<file path="src/rtl/hw_ptwalk_pkg.sv">
package hw_ptwalk_pkg;

  localparam int WORD_W = 36;
  localparam int ENT_W  = 18;

  // entry bit positions
  localparam int E_ACC = 17;
  localparam int E_WR  = 16;
  localparam int E_SW  = 15;
  localparam int E_CA  = 14;

  // fail word bit positions
  localparam int F_VIRT = 35;
  localparam int F_USER = 34;
  localparam int F_WREF = 33;
  localparam int F_ACC  = 32;
  localparam int F_SW   = 31;
  localparam int F_WR   = 30;
  localparam int F_CA   = 29;
  localparam int F_NXM  = 28;
  localparam int F_PHYS = 27;

  typedef enum logic [1:0] {
    ST_IDLE  = 2'd0,
    ST_ISSUE = 2'd1,
    ST_WAIT  = 2'd2,
    ST_FAULT = 2'd3
  } pw_state_e;

  function automatic logic [ENT_W-1:0] pick_half(input logic [WORD_W-1:0] w, input logic odd);
    return odd ? w[ENT_W-1:0] : w[WORD_W-1:ENT_W];
  endfunction

  function automatic logic access_ok(input logic [ENT_W-1:0] e, input logic is_write);
    return e[E_ACC] && (!is_write || e[E_WR]);
  endfunction

endpackage

</file>
<file path="src/rtl/hw_ptwalk_addr.sv">
module hw_ptwalk_addr #(
  parameter int VPN_W       = 9,
  parameter int PA_W        = 20,
  parameter int MEM_WORDS   = 1 << 18,
  parameter int USR_MAP_OFF = 0,
  parameter int USR_MID_OFF = 'o400,
  parameter int EXE_LO_OFF  = 'o600,
  parameter int EXE_HI_OFF  = 'o200,
  parameter int SPLIT_LO    = 'o340,
  parameter int SPLIT_HI    = 'o400
) (
  input  logic             is_user,
  input  logic [VPN_W-1:0] vpn,
  input  logic [PA_W-1:0]  ept_base,
  input  logic [PA_W-1:0]  upt_base,
  output logic [PA_W-1:0]  ent_addr,
  output logic             beyond_mem
);

  localparam logic [VPN_W-1:0] LO_V  = VPN_W'(SPLIT_LO);
  localparam logic [VPN_W-1:0] HI_V  = VPN_W'(SPLIT_HI);
  localparam logic [PA_W:0]    LIMIT = (PA_W+1)'(MEM_WORDS);

  logic [PA_W-1:0]  base;
  logic [PA_W-1:0]  off;
  logic [VPN_W-1:0] idx;

  always_comb begin
    if (is_user) begin
      base = upt_base; off = PA_W'(USR_MAP_OFF); idx = vpn;
    end else if (vpn < LO_V) begin
      base = ept_base; off = PA_W'(EXE_LO_OFF);  idx = vpn;
    end else if (vpn < HI_V) begin
      base = upt_base; off = PA_W'(USR_MID_OFF); idx = vpn - LO_V;
    end else begin
      base = ept_base; off = PA_W'(EXE_HI_OFF);  idx = vpn - HI_V;
    end
    ent_addr = base + off + PA_W'(idx >> 1);
  end

  assign beyond_mem = {1'b0, ent_addr} >= LIMIT;

endmodule

</file>
<file path="src/rtl/hw_ptwalk_decide.sv">
module hw_ptwalk_decide
  import hw_ptwalk_pkg::*;
#(
  parameter int VA_W  = 18,
  parameter int PA_W  = 20,
  parameter int PPN_W = 11
) (
  input  logic [ENT_W-1:0]  entry,
  input  logic              is_user,
  input  logic              is_write,
  input  logic              probe,
  input  logic              console,
  input  logic              fetch_nxm,
  input  logic [VA_W-1:0]   vaddr,
  input  logic [PA_W-1:0]   fetch_addr,
  output logic              grant,
  output logic              fill_we,
  output logic              trap,
  output logic              xv,
  output logic              xw,
  output logic [PPN_W-1:0]  xppn,
  output logic [WORD_W-1:0] fword
);

  logic quiet;
  logic unused_ent;

  assign quiet      = probe || console;
  assign unused_ent = ^entry;
  assign grant      = !fetch_nxm && access_ok(entry, is_write);
  assign fill_we    = grant && !quiet;
  assign trap       = !grant && !quiet;
  assign xv         = grant;
  assign xw         = grant && entry[E_WR];
  assign xppn       = grant ? entry[PPN_W-1:0] : '0;

  always_comb begin
    fword = '0;
    fword[F_USER] = is_user;
    if (fetch_nxm) begin
      fword[F_NXM]      = 1'b1;
      fword[F_PHYS]     = 1'b1;
      fword[PA_W-1:0]   = fetch_addr;
    end else begin
      fword[F_VIRT]     = 1'b1;
      fword[F_WREF]     = is_write;
      fword[F_ACC]      = entry[E_ACC];
      fword[F_SW]       = entry[E_SW] && (entry[E_ACC] || probe);
      fword[F_WR]       = probe && entry[E_WR];
      fword[F_CA]       = probe && entry[E_CA];
      fword[VA_W-1:0]   = vaddr;
    end
  end

endmodule

</file>
<file path="src/rtl/hw_ptwalk.sv">
module hw_ptwalk
  import hw_ptwalk_pkg::*;
#(
  parameter int VA_W        = 18,
  parameter int PG_W        = 9,
  parameter int PA_W        = 20,
  parameter int MEM_WORDS   = 1 << 18,
  parameter int USR_MAP_OFF = 0,
  parameter int USR_MID_OFF = 'o400,
  parameter int EXE_LO_OFF  = 'o600,
  parameter int EXE_HI_OFF  = 'o200,
  parameter int SPLIT_LO    = 'o340,
  parameter int SPLIT_HI    = 'o400,
  localparam int VPN_W      = VA_W - PG_W,
  localparam int PPN_W      = PA_W - PG_W
) (
  input  logic              clk,
  input  logic              rst_n,
  input  logic              req_valid,
  output logic              req_ready,
  input  logic              req_user,
  input  logic              req_write,
  input  logic              req_probe,
  input  logic              req_console,
  input  logic [VA_W-1:0]   req_vaddr,
  input  logic [PA_W-1:0]   ept_base,
  input  logic [PA_W-1:0]   upt_base,
  output logic              mem_req_valid,
  input  logic              mem_req_ready,
  output logic [PA_W-1:0]   mem_req_addr,
  input  logic              mem_rsp_valid,
  input  logic [WORD_W-1:0] mem_rsp_data,
  output logic              done,
  output logic              granted,
  output logic              fill_we,
  output logic              trap,
  output logic              nxm,
  output logic              xpte_valid,
  output logic              xpte_wr,
  output logic [PPN_W-1:0]  xpte_ppn,
  output logic [WORD_W-1:0] fail_word
);

  pw_state_e state_q, state_d;

  logic              r_user, r_write, r_probe, r_console;
  logic [VA_W-1:0]   r_vaddr;
  logic [PA_W-1:0]   r_addr;

  logic [PA_W-1:0]   calc_addr;
  logic              calc_beyond;

  // named internal events
  logic accept, rd_fire, rsp_take, fault_take, result_load;

  assign req_ready     = (state_q == ST_IDLE);
  assign accept        = req_ready && req_valid;
  assign mem_req_valid = (state_q == ST_ISSUE);
  assign mem_req_addr  = r_addr;
  assign rd_fire       = mem_req_valid && mem_req_ready;
  assign rsp_take      = (state_q == ST_WAIT) && mem_rsp_valid;
  assign fault_take    = (state_q == ST_FAULT);
  assign result_load   = rsp_take || fault_take;

  hw_ptwalk_addr #(
    .VPN_W(VPN_W), .PA_W(PA_W), .MEM_WORDS(MEM_WORDS),
    .USR_MAP_OFF(USR_MAP_OFF), .USR_MID_OFF(USR_MID_OFF),
    .EXE_LO_OFF(EXE_LO_OFF), .EXE_HI_OFF(EXE_HI_OFF),
    .SPLIT_LO(SPLIT_LO), .SPLIT_HI(SPLIT_HI)
  ) u_addr (
    .is_user   (req_user),
    .vpn       (req_vaddr[VA_W-1:PG_W]),
    .ept_base  (ept_base),
    .upt_base  (upt_base),
    .ent_addr  (calc_addr),
    .beyond_mem(calc_beyond)
  );

  logic [ENT_W-1:0]  entry_sel;
  logic              d_grant, d_fill, d_trap, d_xv, d_xw;
  logic [PPN_W-1:0]  d_ppn;
  logic [WORD_W-1:0] d_fword;

  assign entry_sel = fault_take ? '0 : pick_half(mem_rsp_data, r_vaddr[PG_W]);

  hw_ptwalk_decide #(.VA_W(VA_W), .PA_W(PA_W), .PPN_W(PPN_W)) u_decide (
    .entry     (entry_sel),
    .is_user   (r_user),
    .is_write  (r_write),
    .probe     (r_probe),
    .console   (r_console),
    .fetch_nxm (fault_take),
    .vaddr     (r_vaddr),
    .fetch_addr(r_addr),
    .grant     (d_grant),
    .fill_we   (d_fill),
    .trap      (d_trap),
    .xv        (d_xv),
    .xw        (d_xw),
    .xppn      (d_ppn),
    .fword     (d_fword)
  );

  always_comb begin
    state_d = state_q;
    unique case (state_q)
      ST_IDLE:  if (accept) state_d = calc_beyond ? ST_FAULT : ST_ISSUE;
      ST_ISSUE: if (mem_req_ready) state_d = ST_WAIT;
      ST_WAIT:  if (mem_rsp_valid) state_d = ST_IDLE;
      ST_FAULT: state_d = ST_IDLE;
      default:  state_d = ST_IDLE;
    endcase
  end

  always_ff @(posedge clk) begin
    if (!rst_n) begin
      state_q   <= ST_IDLE;
      r_user    <= 1'b0;
      r_write   <= 1'b0;
      r_probe   <= 1'b0;
      r_console <= 1'b0;
      r_vaddr   <= '0;
      r_addr    <= '0;
    end else begin
      state_q <= state_d;
      if (accept) begin
        r_user    <= req_user;
        r_write   <= req_write;
        r_probe   <= req_probe;
        r_console <= req_console;
        r_vaddr   <= req_vaddr;
        r_addr    <= calc_addr;
      end
    end
  end

  always_ff @(posedge clk) begin
    if (!rst_n) begin
      done       <= 1'b0;
      granted    <= 1'b0;
      fill_we    <= 1'b0;
      trap       <= 1'b0;
      nxm        <= 1'b0;
      xpte_valid <= 1'b0;
      xpte_wr    <= 1'b0;
      xpte_ppn   <= '0;
      fail_word  <= '0;
    end else begin
      done <= result_load;
      if (result_load) begin
        granted    <= d_grant;
        fill_we    <= d_fill;
        trap       <= d_trap;
        nxm        <= fault_take;
        xpte_valid <= d_xv;
        xpte_wr    <= d_xw;
        xpte_ppn   <= d_ppn;
        fail_word  <= d_fword;
      end
    end
  end

  // read handshakes since the last accepted request, kept for the checks below
  logic [1:0] reads_in_fill;
  always_ff @(posedge clk) begin
    if (!rst_n)       reads_in_fill <= '0;
    else if (accept)  reads_in_fill <= '0;
    else if (rd_fire && reads_in_fill != 2'd3) reads_in_fill <= reads_in_fill + 2'd1;
  end

  assert_req_hold_R8: assert property (@(posedge clk) disable iff (!rst_n)
    mem_req_valid && !mem_req_ready |=> mem_req_valid && $stable(mem_req_addr));

  assert_one_read_R8: assert property (@(posedge clk) disable iff (!rst_n)
    done |-> reads_in_fill == (nxm ? 2'd0 : 2'd1));

  assert_fill_grant_R6: assert property (@(posedge clk) disable iff (!rst_n)
    done && fill_we |-> granted && xpte_valid && !trap);

  assert_quiet_modes_R5: assert property (@(posedge clk) disable iff (!rst_n)
    result_load && (r_probe || r_console) |=> !fill_we && !trap);

  assert_nxm_fault_R7: assert property (@(posedge clk) disable iff (!rst_n)
    done && nxm |-> !granted && fail_word[F_NXM] && !fail_word[F_VIRT]);

  assert_busy_after_accept_R9: assert property (@(posedge clk) disable iff (!rst_n)
    accept |=> !req_ready);

  assert_result_held_R9: assert property (@(posedge clk) disable iff (!rst_n)
    !result_load |=> !done && $stable(fail_word) && $stable(granted));

endmodule

</file>
<file path="config.mk">
export PLATFORM = sky130hd
export DESIGN_NAME = hw_ptwalk
export DESIGN_NICKNAME = d
export VERILOG_FILES = /design/src/rtl/hw_ptwalk_pkg.sv /design/src/rtl/hw_ptwalk_addr.sv /design/src/rtl/hw_ptwalk_decide.sv /design/src/rtl/hw_ptwalk.sv
export SDC_FILE = /design/constraint.sdc
export NUM_CORES = 1
export LEC_CHECK = 0
export ABC_AREA = 1
export BUFFER_PORTS_ARGS = -buffer_cell sky130_fd_sc_hd__buf_2
export CORE_MARGIN = 1.5
export CORE_UTILIZATION = 45
export CTS_CLUSTER_SIZE = 40
export DETAILED_ROUTE_END_ITERATION = 8
export PLACE_DENSITY = 0.74
export SETUP_SLACK_MARGIN = 0.02
export SLEW_MARGIN = 20
export SYNTH_ARGS = -nofsm -noshare
export SYNTH_HDL_FRONTEND = slang
export SYNTH_SLANG_ARGS = --single-unit
</file>
<file path="constraint.sdc">
create_clock -name clk -period 3.9 [get_ports clk]
set_input_delay 0.39 -clock clk [delete_from_list [all_inputs] [get_ports clk]]
set_output_delay 0.39 -clock clk [all_outputs]
set_load 0.05 [all_outputs]
</file>
== Word-level counts from Yosys, hierarchy flattened ==
Cells that the tools add are included.

* Add/sub/neg operators: 4
* Order comparisons: 3
* Multiplexer cells: 22
* Reductions and logical operators: 20
* Equal/unequal tests: 6

{| class="wikitable"
|+ Operators with widths
! kind !! number
|-
| $mux 20 || 5
|-
| $mux 18 || 3
|-
| $mux 9 || 4
|-
| $add 20x20->20 || 1
|-
| $add 20x8->20 || 1
|-
| $ge 20x19->1 const B || 1
|-
| $mux 2 || 6
|-
| $mux 11 || 1
|-
| $logic_and 1x1->1 || 10
|-
| $lt 9x8->1 const B || 1
|-
| $lt 9x9->1 const B || 1
|-
| $sub 9x8->9 const B || 1
|-
| $sub 9x9->9 const B || 1
|-
| $pmux 2 s4 || 1
|-
| $mux 5 || 1
|-
| $eq 2x2->1 const B || 2
|-
| $logic_not 1->1 || 4
|-
| $logic_or 1x1->1 || 4
|-
| $ne 2x1->1 const B || 2
|-
| $reduce_and 3->1 || 1
|-
| $eq 2x1->1 const B || 1
|-
| $logic_not 2->1 || 1
|-
| $ne 2x2->1 const B || 1
|-
| $mux 1 || 1
|}

* Flip-flop bits (word level): 90
* Input bits: 103
* Logic and storage cells: 70

== Longest topological paths before layout ==
Gate-level depths: netlist of run 1.

* Depth after elaboration: 10
* Depth in mapped cells: 23
* Depth with buffers taken out: 21

== Cells and area by module ==
From an unflattened synthesis of run 1, not the netlist that was laid out.

* Cells, all modules: 809
* Area total of the unflattened synthesis: 5446.5 um^2

{| class="wikitable"
|+ By module, submodules not included
! module !! instances !! cells each !! area an instance (um^2) !! seq. area each (um^2)
|-
| hw_ptwalk || 1 || 490 || 3656.0 || 1961.9
|-
| hw_ptwalk_addr || 1 || 201 || 1228.7 || 0.0
|-
| hw_ptwalk_decide || 1 || 118 || 561.8 || 0.0
|}

== Worst setup path after synthesis of run 1 ==
OpenSTA, ideal clock, no wires.

* Kind: input port to flip-flop
* Start: input req_vaddr[14]
* End: register r_addr[14] (netlist: mem_req_addr[14])
* Arrival: 3052 ps
* Required time: 3787 ps
* Library setup time: 113 ps
* Path slack: 734 ps
* Stages: 18
* Buffers on the path: 2
* Cell sequence: ha_1 > nand3_4 > nand2_4 > buf_12 > inv_1 > clkbuf_1 > nand2_1 > nand2_1 > fa_1 > ha_1 > a21o_1 > nand2_1 > nand4_1 > nand2_1 > nor2_1 > xor2_1 > o21ai_1 > inv_1

* Longest elaborated chain between the ends: 6

{| class="wikitable"
|+ Ends and longest elaborated chain
! what !! line !! text
|-
| start: declaration || hw_ptwalk.sv:25 || <nowiki>input logic [VA_W-1:0] req_vaddr,</nowiki>
|-
| $lt 9x9->1 || hw_ptwalk_addr.sv:33 || <nowiki>end else if (vpn < HI_V) begin</nowiki>
|-
| $mux 20 / $mux 9 (equally long branches) || hw_ptwalk_addr.sv:33 ||
|-
| $mux 20 || hw_ptwalk_addr.sv:31 || <nowiki>end else if (vpn < LO_V) begin</nowiki>
|-
| $mux 20 || hw_ptwalk_addr.sv:29 || <nowiki>if (is_user) begin</nowiki>
|-
| $add 20x20->20 || hw_ptwalk_addr.sv:38 || <nowiki>ent_addr = base + off + PA_W'(idx >> 1);</nowiki>
|-
| $add 20x8->20 * || hw_ptwalk_addr.sv:38 ||
|-
| end signal: assignment || hw_ptwalk.sv:132 || <nowiki>r_addr <= calc_addr;</nowiki>
|-
| end: declaration || hw_ptwalk.sv:48 || <nowiki>logic [PA_W-1:0] r_addr;</nowiki>
|}

Mark *: on every way between the ends. The rest lies on a longest branch, timed or not.
A chain may end at the register's enable or synchronous reset.

== Worst setup path in the final report of run 1 ==
* Start: input req_vaddr[14]
* End: register state_q[1]

* Longest elaborated chain between the ends: 10

{| class="wikitable"
|+ Ends and longest elaborated chain
! what !! line !! text
|-
| $lt 9x9->1 || hw_ptwalk_addr.sv:33 ||
|-
| $mux 20 / $mux 9 (equally long branches) || hw_ptwalk_addr.sv:33 ||
|-
| $mux 20 || hw_ptwalk_addr.sv:31 ||
|-
| $mux 20 || hw_ptwalk_addr.sv:29 ||
|-
| $add 20x20->20 || hw_ptwalk_addr.sv:38 ||
|-
| $add 20x8->20 * || hw_ptwalk_addr.sv:38 ||
|-
| $ge 20x19->1 * || hw_ptwalk_addr.sv:41 || <nowiki>assign beyond_mem = {1'b0, ent_addr} >= LIMIT;</nowiki>
|-
| $mux 2 * (2 in series) || hw_ptwalk.sv:107 || <nowiki>ST_IDLE: if (accept) state_d = calc_beyond ? ST_FAULT : ST_ISSUE;</nowiki>
|-
| $pmux 2 s4 * || hw_ptwalk.sv:106 || <nowiki>unique case (state_q)</nowiki>
|-
| end signal: assignment || hw_ptwalk.sv:125 || <nowiki>state_q <= state_d;</nowiki>
|-
| end: declaration || hw_ptwalk.sv:44 || <nowiki>pw_state_e state_q, state_d;</nowiki>
|}

Mark *: on every way between the ends. The rest lies on a longest branch, timed or not. The select of a mux whose other input is x is not followed.

==> metrics.cfg, run 1 <==
[finish]
final_cells=945
syn2layout_area_growth_pct=21.2
final_common_cell=nand2_1
nets=930
antenna_cells=0
layout_common_cells=nand2_1, buf_2, dfxtp_1
regArea_mm2=0.00176
final_layout_size_suffix_gt1_share_pct=27.8
final_area_mm2=0.00566
fill_cells=1002
multi_input_area_mm2=0.00254

[timing]
rsz0062_at_grt=no
hold_violations=0
slew_violations=0
tns_ps=0
slew_headroom_pct=45.9
clock_skew_ps=8.52
fin_crit_sh_pct=81.3
fmax_ghz=0.315
period_minus_slack_ps=3170
holdWs_ps=256
worst_slew_pin_slew_ps=811
setup_viol=0

[global_routing]
grt_pass1_vias=4233
antenna_found_initial=0
grt_pass1_wl_um=19800
grt_usage_pct=22.1
grt_overflow_total=0
grt_max_degree=54

[floorplanning]
die_w_um=105
die-area_mm2=0.0110
die_h_um=105
initial_core_util_pct=47.1
num_rows=36
core-area_mm2=0.00991
io_pins=179

[setup_path]
worstReg2RegEnd=xpte_ppn[2]
path_cells=buf_2 > ha_1 > nand3_4 > nand2_4 > inv_1 > nand2_1 > nand2_1 > ha_1 > ha_1 > fa_1 > nand3_1 > nand2_1 > nand2_1 > nand2_1 > nand3_2 > nand2_2 > nand3_1 > nand2_1 > nand2_1 > nand3_1 > nand2_1 > a21oi_2
worst-r2r-setup-slack_ps=1430
r2r.worst_path.cells=8
setup.worst_path.class=primary input to register
worst_path_max_delay_cell=fa_1
cp_common_cell=nand2_1
path_buf_inv=2
max_stage_delay_ps=420
required_ps=4140
critical_path.top_delay_family=simple AND/OR/NAND/NOR gates
cp_max_fo=12
critPathLaunchType=primary input
end_kind=register
reg2reg_from=state_q[0]
worstPathArrival_ps=3410

[detailed_routing]
vias=4702
routedWlPerCell_um=12.9
vias_per_cell=4.98
drt_iter0_drc=303
routed_wl_um=12100
drc=0
antenna_left=0
drt_pass1_iterations=4

[clock_network]
clockRootBuffer=clkbuf_8
clockBufferDepth=2
cts_made_buffers=9
cts_hold_buf=0
path_clk_slew_ps=90
htree_num_levels=3
cts_resized=0
cts_tree=built
post-cts-setup-buffers=0
clk_latency_ps=360
cts.sinks=88

[power]
power_switching_w=0.00176
powerDensity_mw_per_mm2=635
fin_total_pwr_w=0.00359
netSwitchingFraction_pct=49.1
p_leak_nw=2.90
power.internal_w=0.00183
power_frac_comb_pct=47.5
seqPwrFrac_pct=36.6
p_clk_share_pct=15.9
vdd_drop_max_v=0.000301

[place]
io_buffers=165
dp_hpwl_um=8930
placedCellCount=929
post_dp_cell_area_mm2=0.00548
gp_congestion=0.876

[worst_hold_path]
hold_depth=3
hp-start=req_vaddr[4]
hold_path_class=primary input to register
min_to=r_vaddr[4]

[synthesis]
synth-simple-area-share_pct=30.2
synth.area.top_cells=dfxtp_1, nand2_1, nor2_1
yosys.area.top_type=dfxtp_1
synth.top_cell.area_share_pct=37.7
ys_seq_area_share_pct=37.7
synth_top_family_by_area=simple AND/OR/NAND/NOR gates
synth_warnings=0
avgSynthCellArea_um2=7.03
ys_ff_latch=88
syn_area_mm2=0.00467
yosys-mux-area-fraction_pct=0.214
syn_inst=664
synth_cell_types=37
synthAdderAreaFrac_pct=5.68
synth_compound_area_share_pct=15.2
synth_xor_area_share_pct=2.44

[run]
cap_violations=0

[run_status]
outcome=finished, final reports clean

worst register-to-register path: cells and delay by family (launching register included):
kind / cells / cell delay [ps]
and+or+nand+nor: 4 / 1110
buffers and inverters: 3 / 770
DFF: 1 / 340
AOI/OAI and AO/OA: 1 / 190
state kept, by name, indices dropped and copies added (netlist names), 2 cells and up:
signal,cells
r_vaddr,18
fail_word,28
xpte_ppn,11
state_q,2
mem_req_addr,20
per-stage QoR:
step,worst slack (ps),util (%)
2_1_floorplan,734,-
3_3_place_gp,444,55.3
3_5_place_dp,362,55.3
4_1_cts,752,57.1
5_1_grt,446,57.1
6_report,729,57.1
worst max path at each step:
stage / slack, ps / endpoint / cells past startpoint / startpoint
final: 730 / state_q[1] / 22 / req_vaddr[14]
after global routing: 450 / state_q[1] / 22 / req_vaddr[14]
after CTS: 750 / state_q[1] / 22 / req_vaddr[14]
after detailed placement: 360 / state_q[1] / 22 / req_vaddr[14]
after global placement: 440 / state_q[1] / 22 / req_vaddr[14]
after floorplan: 730 / mem_req_addr[14] / 18 / req_vaddr[14]
per-layer routing:
layer	routed length (um)	track usage [%]
met1	5530	28.0
met2	5550	37.3
met3	855	3.56
met4	220	8.71
met5	0	0
area by class of cell:
cell class | instances | share of cell area, %
Clock buffer | 11 | 2.50
Clock inverter | 5 | 0.575
Inverter | 39 | 2.59
Multi-Input combinational cell | 498 | 44.9
Sequential cell | 88 | 31.1
Tap cell | 133 | 2.94
Timing Repair Buffer | 171 | 15.4
logic make-up (layout without fill, tap and decap cells):
logic type,count (synthesis),after routing
other,1,7
and+or+nand+nor,326,326
DFF,88,88
muxes,1,1
AOI/OAI and AO/OA,131,131
adders and majority gates,20,20
buffers and inverters,84,226
xor gates and xnor gates,13,13
power by group through the flow:
stage / logic (W) / registers (W) / clock network (W)
6_report: 0.00171 / 0.00132 / 0.000570
2_1_floorplan: 0.000825 / 0.00181 / 0
4_1_cts: 0.00171 / 0.00131 / 0.000581
5_1_grt: 0.00187 / 0.00134 / 0.000613
3_3_place_gp: 0.00168 / 0.00132 / 0
3_5_place_dp: 0.00171 / 0.00133 / 0
cells in the mapped netlist:
cell type / n
a21o_1: 1
o221ai_1: 3
nor2_1: 76
xor2_1: 8
buf_1: 1
clkbuf_1: 19
buf_6: 1
inv_2: 6
nand4_1: 4
ha_1: 18
conb_1: 1
o21ai_0: 53
nand3_2: 5
a31oi_1: 19
buf_2: 12
xnor2_1: 5
nor2_2: 3
a21oi_2: 1
a21oi_1: 42
nor3_1: 1
nand2_4: 7
a31o_2: 1
buf_12: 1
nand2_1: 199
nand3_1: 14
nand2_2: 13
buf_4: 11
nor2_4: 2
clkinv_1: 1
inv_1: 32
o211ai_2: 1
mux2i_1: 1
dfxtp_1: 88
nand3_4: 1
fa_1: 2
nand3b_1: 1
o21ai_1: 10
Power figures use the tool's default switching activity.
==> inputs of run 2 (changes only) <==
- ABC_AREA: 1 -> 0
- clock period: 3.9 -> 3.3 ns (I/O delays scaled with it)
==> metrics.cfg, run 2 <==
[run_status]
outcome=finished, final reports clean

[floorplanning]
io_pins=179  ; unchanged
die-area_mm2=0.0110  ; -0.24%
core-area_mm2=0.00991  ; unchanged
die_h_um=105  ; -0.12%
num_rows=36  ; unchanged
die_w_um=105  ; -0.12%
initial_core_util_pct=47.0  ; -0.11 points

[finish]
antenna_cells=0  ; unchanged
largest-register=fail_word
final_layout_size_suffix_gt1_share_pct=34.8  ; +6.9 points
nets=861  ; -7.4%
largest_reg_flops=28  ; unchanged
syn2layout_area_growth_pct=29.7
final_cells=875  ; -7.4%
final_common_cell=buf_2
layout_common_cells=buf_2, nand2_1, dfxtp_1
fill_cells=899  ; -10%

[timing]
clock_skew_ps=7.88  ; -0.641 ps
worst_slew_pin_slew_ps=1050  ; +242 ps
slew_violations=0  ; unchanged
hold_violations=0  ; unchanged
rsz0062_at_grt=no
period_minus_slack_ps=3090
setup_viol=0  ; unchanged
fin_crit_sh_pct=93.6
slew_headroom_pct=29.6  ; -16 points
fmax_ghz=0.324
tns_ps=0  ; unchanged
fin_ws_ps=213  ; -516 ps

[clock_network]
clockRootBuffer=clkbuf_8
cts.sinks=88  ; unchanged
clockBufferDepth=2  ; unchanged
cts_tree=built
cts_resized=0  ; unchanged
clk_latency_ps=360  ; about the same
path_clk_slew_ps=80  ; about the same
cts_made_buffers=9  ; unchanged
htree_num_levels=3  ; unchanged

[synthesis]
yosysMostFrequentCell=nand2_1
synth_cell_types=48  ; +30%
async_flop_share_pct=0  ; unchanged
avgSynthCellArea_um2=8.20  ; +17%
ys_top_cells_by_count=nand2_1, dfxtp_1, nor2_1, a21oi_1, clkbuf_1
synth.top_cell.area_share_pct=37.8  ; +0.091 points
syn_inst=568  ; -14%
synth_warnings=0  ; unchanged
synthFlopType=dfxtp_1
yosys.area.top_type=dfxtp_1
synth.area.top_cells=dfxtp_1, nand2_1, nor2_1
syn_area_mm2=0.00466  ; -0.24%
synth_edf_count=0  ; unchanged
ys_seq_area_share_pct=37.8  ; +0.091 points
ys_ff_latch=88  ; unchanged

[detailed_routing]
vias=4555  ; -3.1%
routedWlPerCell_um=14.7  ; +14%
drt_iter0_drc=265  ; -13%
vias_per_cell=5.21  ; +4.6%
routed_wl_um=12900  ; +6.0%
drc=0  ; unchanged
antenna_left=0  ; unchanged
drt_pass1_iterations=4  ; unchanged

[setup_path]
worstPathArrival_ps=3330  ; -80 ps
cp_max_fo=7  ; -5
critPathLaunchType=primary input
end_kind=register
required_ps=3540  ; -600 ps
setup.worst_path.class=primary input to register

[place]
pre_cts_ws_ps=-324  ; -685 ps
gp_congestion=0.866  ; -1.1%
io_buffers=165  ; unchanged
dp_hpwl_um=9910  ; +11%
placedCellCount=859  ; -7.5%

[global_routing]
grt_pass1_vias=4398  ; +3.9%
grt_usage_pct=23.8  ; +1.7 points
grt_pass1_wl_um=21000  ; +6.1%
antenna_found_initial=0  ; unchanged
grt_overflow_total=0  ; unchanged
grt_max_degree=50  ; -7.4%

[power]
p_leak_nw=2.78  ; -4.4%
powerDensity_mw_per_mm2=454  ; -28%
fin_total_pwr_w=0.00274  ; -24%
vdd_drop_max_v=0.000183  ; -39%

[run]
cap_violations=0  ; unchanged

[worst_hold_path]
hold_path_class=primary input to register

## run 2: cell count changes in the layout (fill, tap and decap cells not counted), sizes merged, moves of 8 or more
| cell | delta |
|---|---|
| mux2i | +20 |
| mux2 | +14 |
| buf | +30 |
| o21ai | -43 |
| nor2 | -19 |
| nand2 | -100 |
| a21boi | +21 |
| a31oi | -16 |
| a311oi | +18 |
| inv | -34 |
| and2 | +10 |
| a21oi | -8 |
## run 2: path summary, 6_finish.rpt
| path | startpoint | to | slack (ps) | depth (start not counted) |
|---|---|---|---|---|
| setup / recovery | req_vaddr[14] | state_q[1] | 210 | 16 |
| hold / removal | req_console | r_console | 200 | 3 |
| setup reg to reg | state_q[0] | fail_word[17] | 1300 | 4 |
| hold reg to reg | fill_we | fill_we | 460 | 2 |
## run 2: timing repair
action                                  CTS  global route
endpoints found under the setup margin    0             8
buffers inserted                          0             1
endpoints found under the hold margin     0             0
hold buffers                              0             0
## run 2: cell type report
class | instances | area, um2 | share of cell area, %
Inverter | 5 | 18.8 | 0.311
Multi-Input combinational cell | 433 | 2810 | 46.5
Timing Repair Buffer | 201 | 1110 | 18.4
Clock inverter | 3 | 17.5 | 0.290
Tap cell | 133 | 166 | 2.76
Sequential cell | 88 | 1760 | 29.2
Clock buffer | 12 | 155 | 2.57
## run 2: through the flow
step           hold slack, ps  area [um2]  utilization (%)
6_report                  202        6040             60.9
4_1_cts                   188        6020             60.7
3_3_place_gp              443        5840             59.0
3_5_place_dp              446        5840             59.0
2_1_floorplan             436        4830                -
5_1_grt                   204        6040             60.9
## run 2: cell families (layout without fill, tap and decap cells)
group / after synthesis / after routing / synth area share, %
XOR/XNOR: 17 / 17 / 3.20
adder cells (fa/ha/maj): 20 / 20 / 5.70
AO/OA/AOI/OAI: 117 / 117 / 17.1
AND/OR/NAND/NOR: 237 / 237 / 22.8
buffers and inverters: 53 / 221 / 5.46
flip-flops: 88 / 88 / 37.8
multiplexers: 35 / 35 / 7.90
other: 1 / 7 / 0.0805
## run 2: worst max-delay path: stages
cell and delay [ps]:
buf_2 120, ha_4 150, and3b_1 210, nor2_4 140, buf_12 140, mux2_4 310, ha_4 220, ha_4 160
fa_2 350, a21o_1 180, o21ai_2 210, a221oi_2 110, o21ai_2 280, nor3_2 80, xor2_1 230, a31oi_1 110
## run 2: power by group
group          total [W]  leakage, nW  switching [W]  internal, W
clock           0.000672       0.0882       0.000364     0.000308
sequential       0.00119        0.717      0.0000547      0.00113
combinational   0.000883         1.97       0.000550     0.000333
total            0.00274         2.78       0.000969      0.00177
## run 2: layer usage
layer	vias to the layer above	GRT usage [%]	routed length, um
met5	-	0	0
met4	0	8.81	197
met3	13	3.68	976
met2	174	42.7	6160
met1	2093	28.6	5540
li1	2275	-	-
==> inputs of run 3 (changes only) <==
- BUFFER_PORTS_ARGS: -buffer_cell sky130_fd_sc_hd__buf_2 -> -buffer_cell sky130_fd_sc_hd__buf_4
==> metrics.cfg, run 3 (synthesized netlist as in run 2, its figures left out) <==
[run_status]
outcome=finished, final reports clean

[global_routing]
grt_pass1_vias=4397  ; -0.023%
grt_overflow_total=0  ; unchanged
antenna_found_initial=0  ; unchanged
grt_pass1_wl_um=21300  ; +1.8%
grt_max_degree=50  ; unchanged
grt_usage_pct=24.2  ; +0.35 points

[detailed_routing]
drc=0  ; unchanged
drt_pass1_iterations=4  ; unchanged
vias=4573  ; +0.40%
antenna_left=0  ; unchanged
routedWlPerCell_um=15.2  ; +3.4%
routed_wl_um=13300  ; +3.1%
vias_per_cell=5.24  ; +0.74%
drt_iter0_drc=255  ; -3.8%

[setup_path]
r2r.worst_path.cells=8  ; +4
required_ps=3540  ; about the same
critPathLaunchType=primary input
end_kind=register
cp_max_fo=7  ; unchanged
worst-r2r-setup-slack_ps=1420  ; +120 ps
setup.worst_path.class=primary input to register
worstPathArrival_ps=3350  ; +20 ps

[place]
placedCellCount=855  ; -0.47%
dp_hpwl_um=9940  ; +0.24%
gp_congestion=0.890  ; +2.8%
post_dp_cell_area_mm2=0.00623  ; +6.6%
io_buffers=165  ; unchanged

[power]
powerDensity_mw_per_mm2=457  ; +0.50%
vdd_drop_max_v=0.000199  ; +8.6%
fin_total_pwr_w=0.00295  ; +7.7%
p_leak_nw=2.86  ; +3.2%

[timing]
fin_crit_sh_pct=94.2  ; +0.60 points
period_minus_slack_ps=3110  ; +19.9 ps
holdWs_ps=212  ; +10.0 ps
slew_violations=0  ; unchanged
clock_skew_ps=8.08  ; +0.203 ps
setup_viol=0  ; unchanged
slew_headroom_pct=38.3  ; +8.7 points
rsz0062_at_grt=no
fmax_ghz=0.322  ; -0.64%
worst_slew_pin_slew_ps=923  ; -131 ps
hold_violations=0  ; unchanged

[clock_network]
cts_tree=built
htree_num_levels=3  ; unchanged
clk_latency_ps=360  ; about the same
cts.sinks=88  ; unchanged
cts_resized=0  ; unchanged
cts_made_buffers=9  ; unchanged
post-cts-setup-buffers=0  ; unchanged
cts_hold_buf=0  ; unchanged
clockRootBuffer=clkbuf_8
clockBufferDepth=2  ; unchanged
path_clk_slew_ps=80  ; about the same

[floorplanning]
die_h_um=105  ; unchanged
die_w_um=105  ; unchanged
die-area_mm2=0.0110  ; unchanged
num_rows=36  ; unchanged
initial_core_util_pct=47.0  ; unchanged
core-area_mm2=0.00991  ; unchanged
io_pins=179  ; unchanged

[finish]
regArea_mm2=0.00176  ; unchanged
final_area_mm2=0.00647  ; +7.1%
final_common_cell=buf_4
largest-register=fail_word
final_cells=872  ; -0.34%
layout_common_cells=buf_4, nand2_1, dfxtp_1
largest_reg_flops=28  ; unchanged
fill_cells=854  ; -5.0%
antenna_cells=0  ; unchanged
nets=857  ; -0.46%
post-route-util_pct=65.3  ; +4.3 points
final_layout_size_suffix_gt1_share_pct=34.6  ; -0.13 points
syn2layout_area_growth_pct=38.9
multi_input_area_mm2=0.00281  ; unchanged

[worst_hold_path]
hold_depth=3  ; unchanged
hold_path_class=primary input to register

[run]
cap_violations=0  ; unchanged

==> run 3: cell types whose count changed in the layout (fill, tap and decap cells not counted) <==
cell	before	now
buf_2	165	0
buf_4	35	196
bufinv_16	0	2
clkbuf_1	1	0
clkbuf_8	11	10
clkinv_2	2	3
==> run 3: metrics by stage <==
| stage | setup WS [ps] | setup TNS (ps) |
|---|---|---|
| finish | 193 | 0 |
| global route | 28.6 | 0 |
| CTS | 75.1 | 0 |
| detailed placement | -321 | -3170 |
| global placement | -201 | -1610 |
| floorplan | -59.6 | -224 |
==> run 3: per-layer routing <==
layer / GRT usage [%] / routed length [um] / vias up
li1: - / - / 2266
met1: 30.5 / 5680 / 2119
met2: 41.2 / 6510 / 169
met3: 4.49 / 866 / 19
met4: 8.41 / 214 / 0
met5: 0 / 0 / -
==> run 3: path summary, 6_finish.rpt <==
path,from,end
worst min register to register,r_vaddr[17],r_vaddr[17]
worst min-delay path,req_probe,r_probe
worst max-delay path,req_vaddr[14],state_q[1]
worst max register to register,state_q[1],xpte_ppn[5]
==> run 3: where the power goes <==
| part | leakage (nW) | total (W) | switching [W] | internal [W] |
|---|---|---|---|---|
| logic | 2.04 | 0.000947 | 0.000558 | 0.000389 |
| clock network | 0.112 | 0.000816 | 0.000373 | 0.000443 |
| registers | 0.717 | 0.00119 | 0.0000569 | 0.00113 |
==> run 3: worst max-delay path, stage by stage <==
cell and delay (ps):
buf_4 120, ha_4 150, and3b_1 210, nor2_4 140, buf_12 140, mux2_4 310
ha_4 220, ha_4 160, fa_2 360, a21o_1 190, o21ai_2 220, a221oi_2 100
o21ai_2 280, nor3_2 80, xor2_1 220, a31oi_1 110
==> run 3: final cells by class <==
type | count | area share, %
Tap cell | 133 | 2.57
Timing Repair Buffer | 197 | 23.1
Clock inverter | 6 | 1.28
Multi-Input combinational cell | 433 | 43.4
Sequential cell | 88 | 27.2
Clock buffer | 10 | 2.13
Inverter | 5 | 0.290
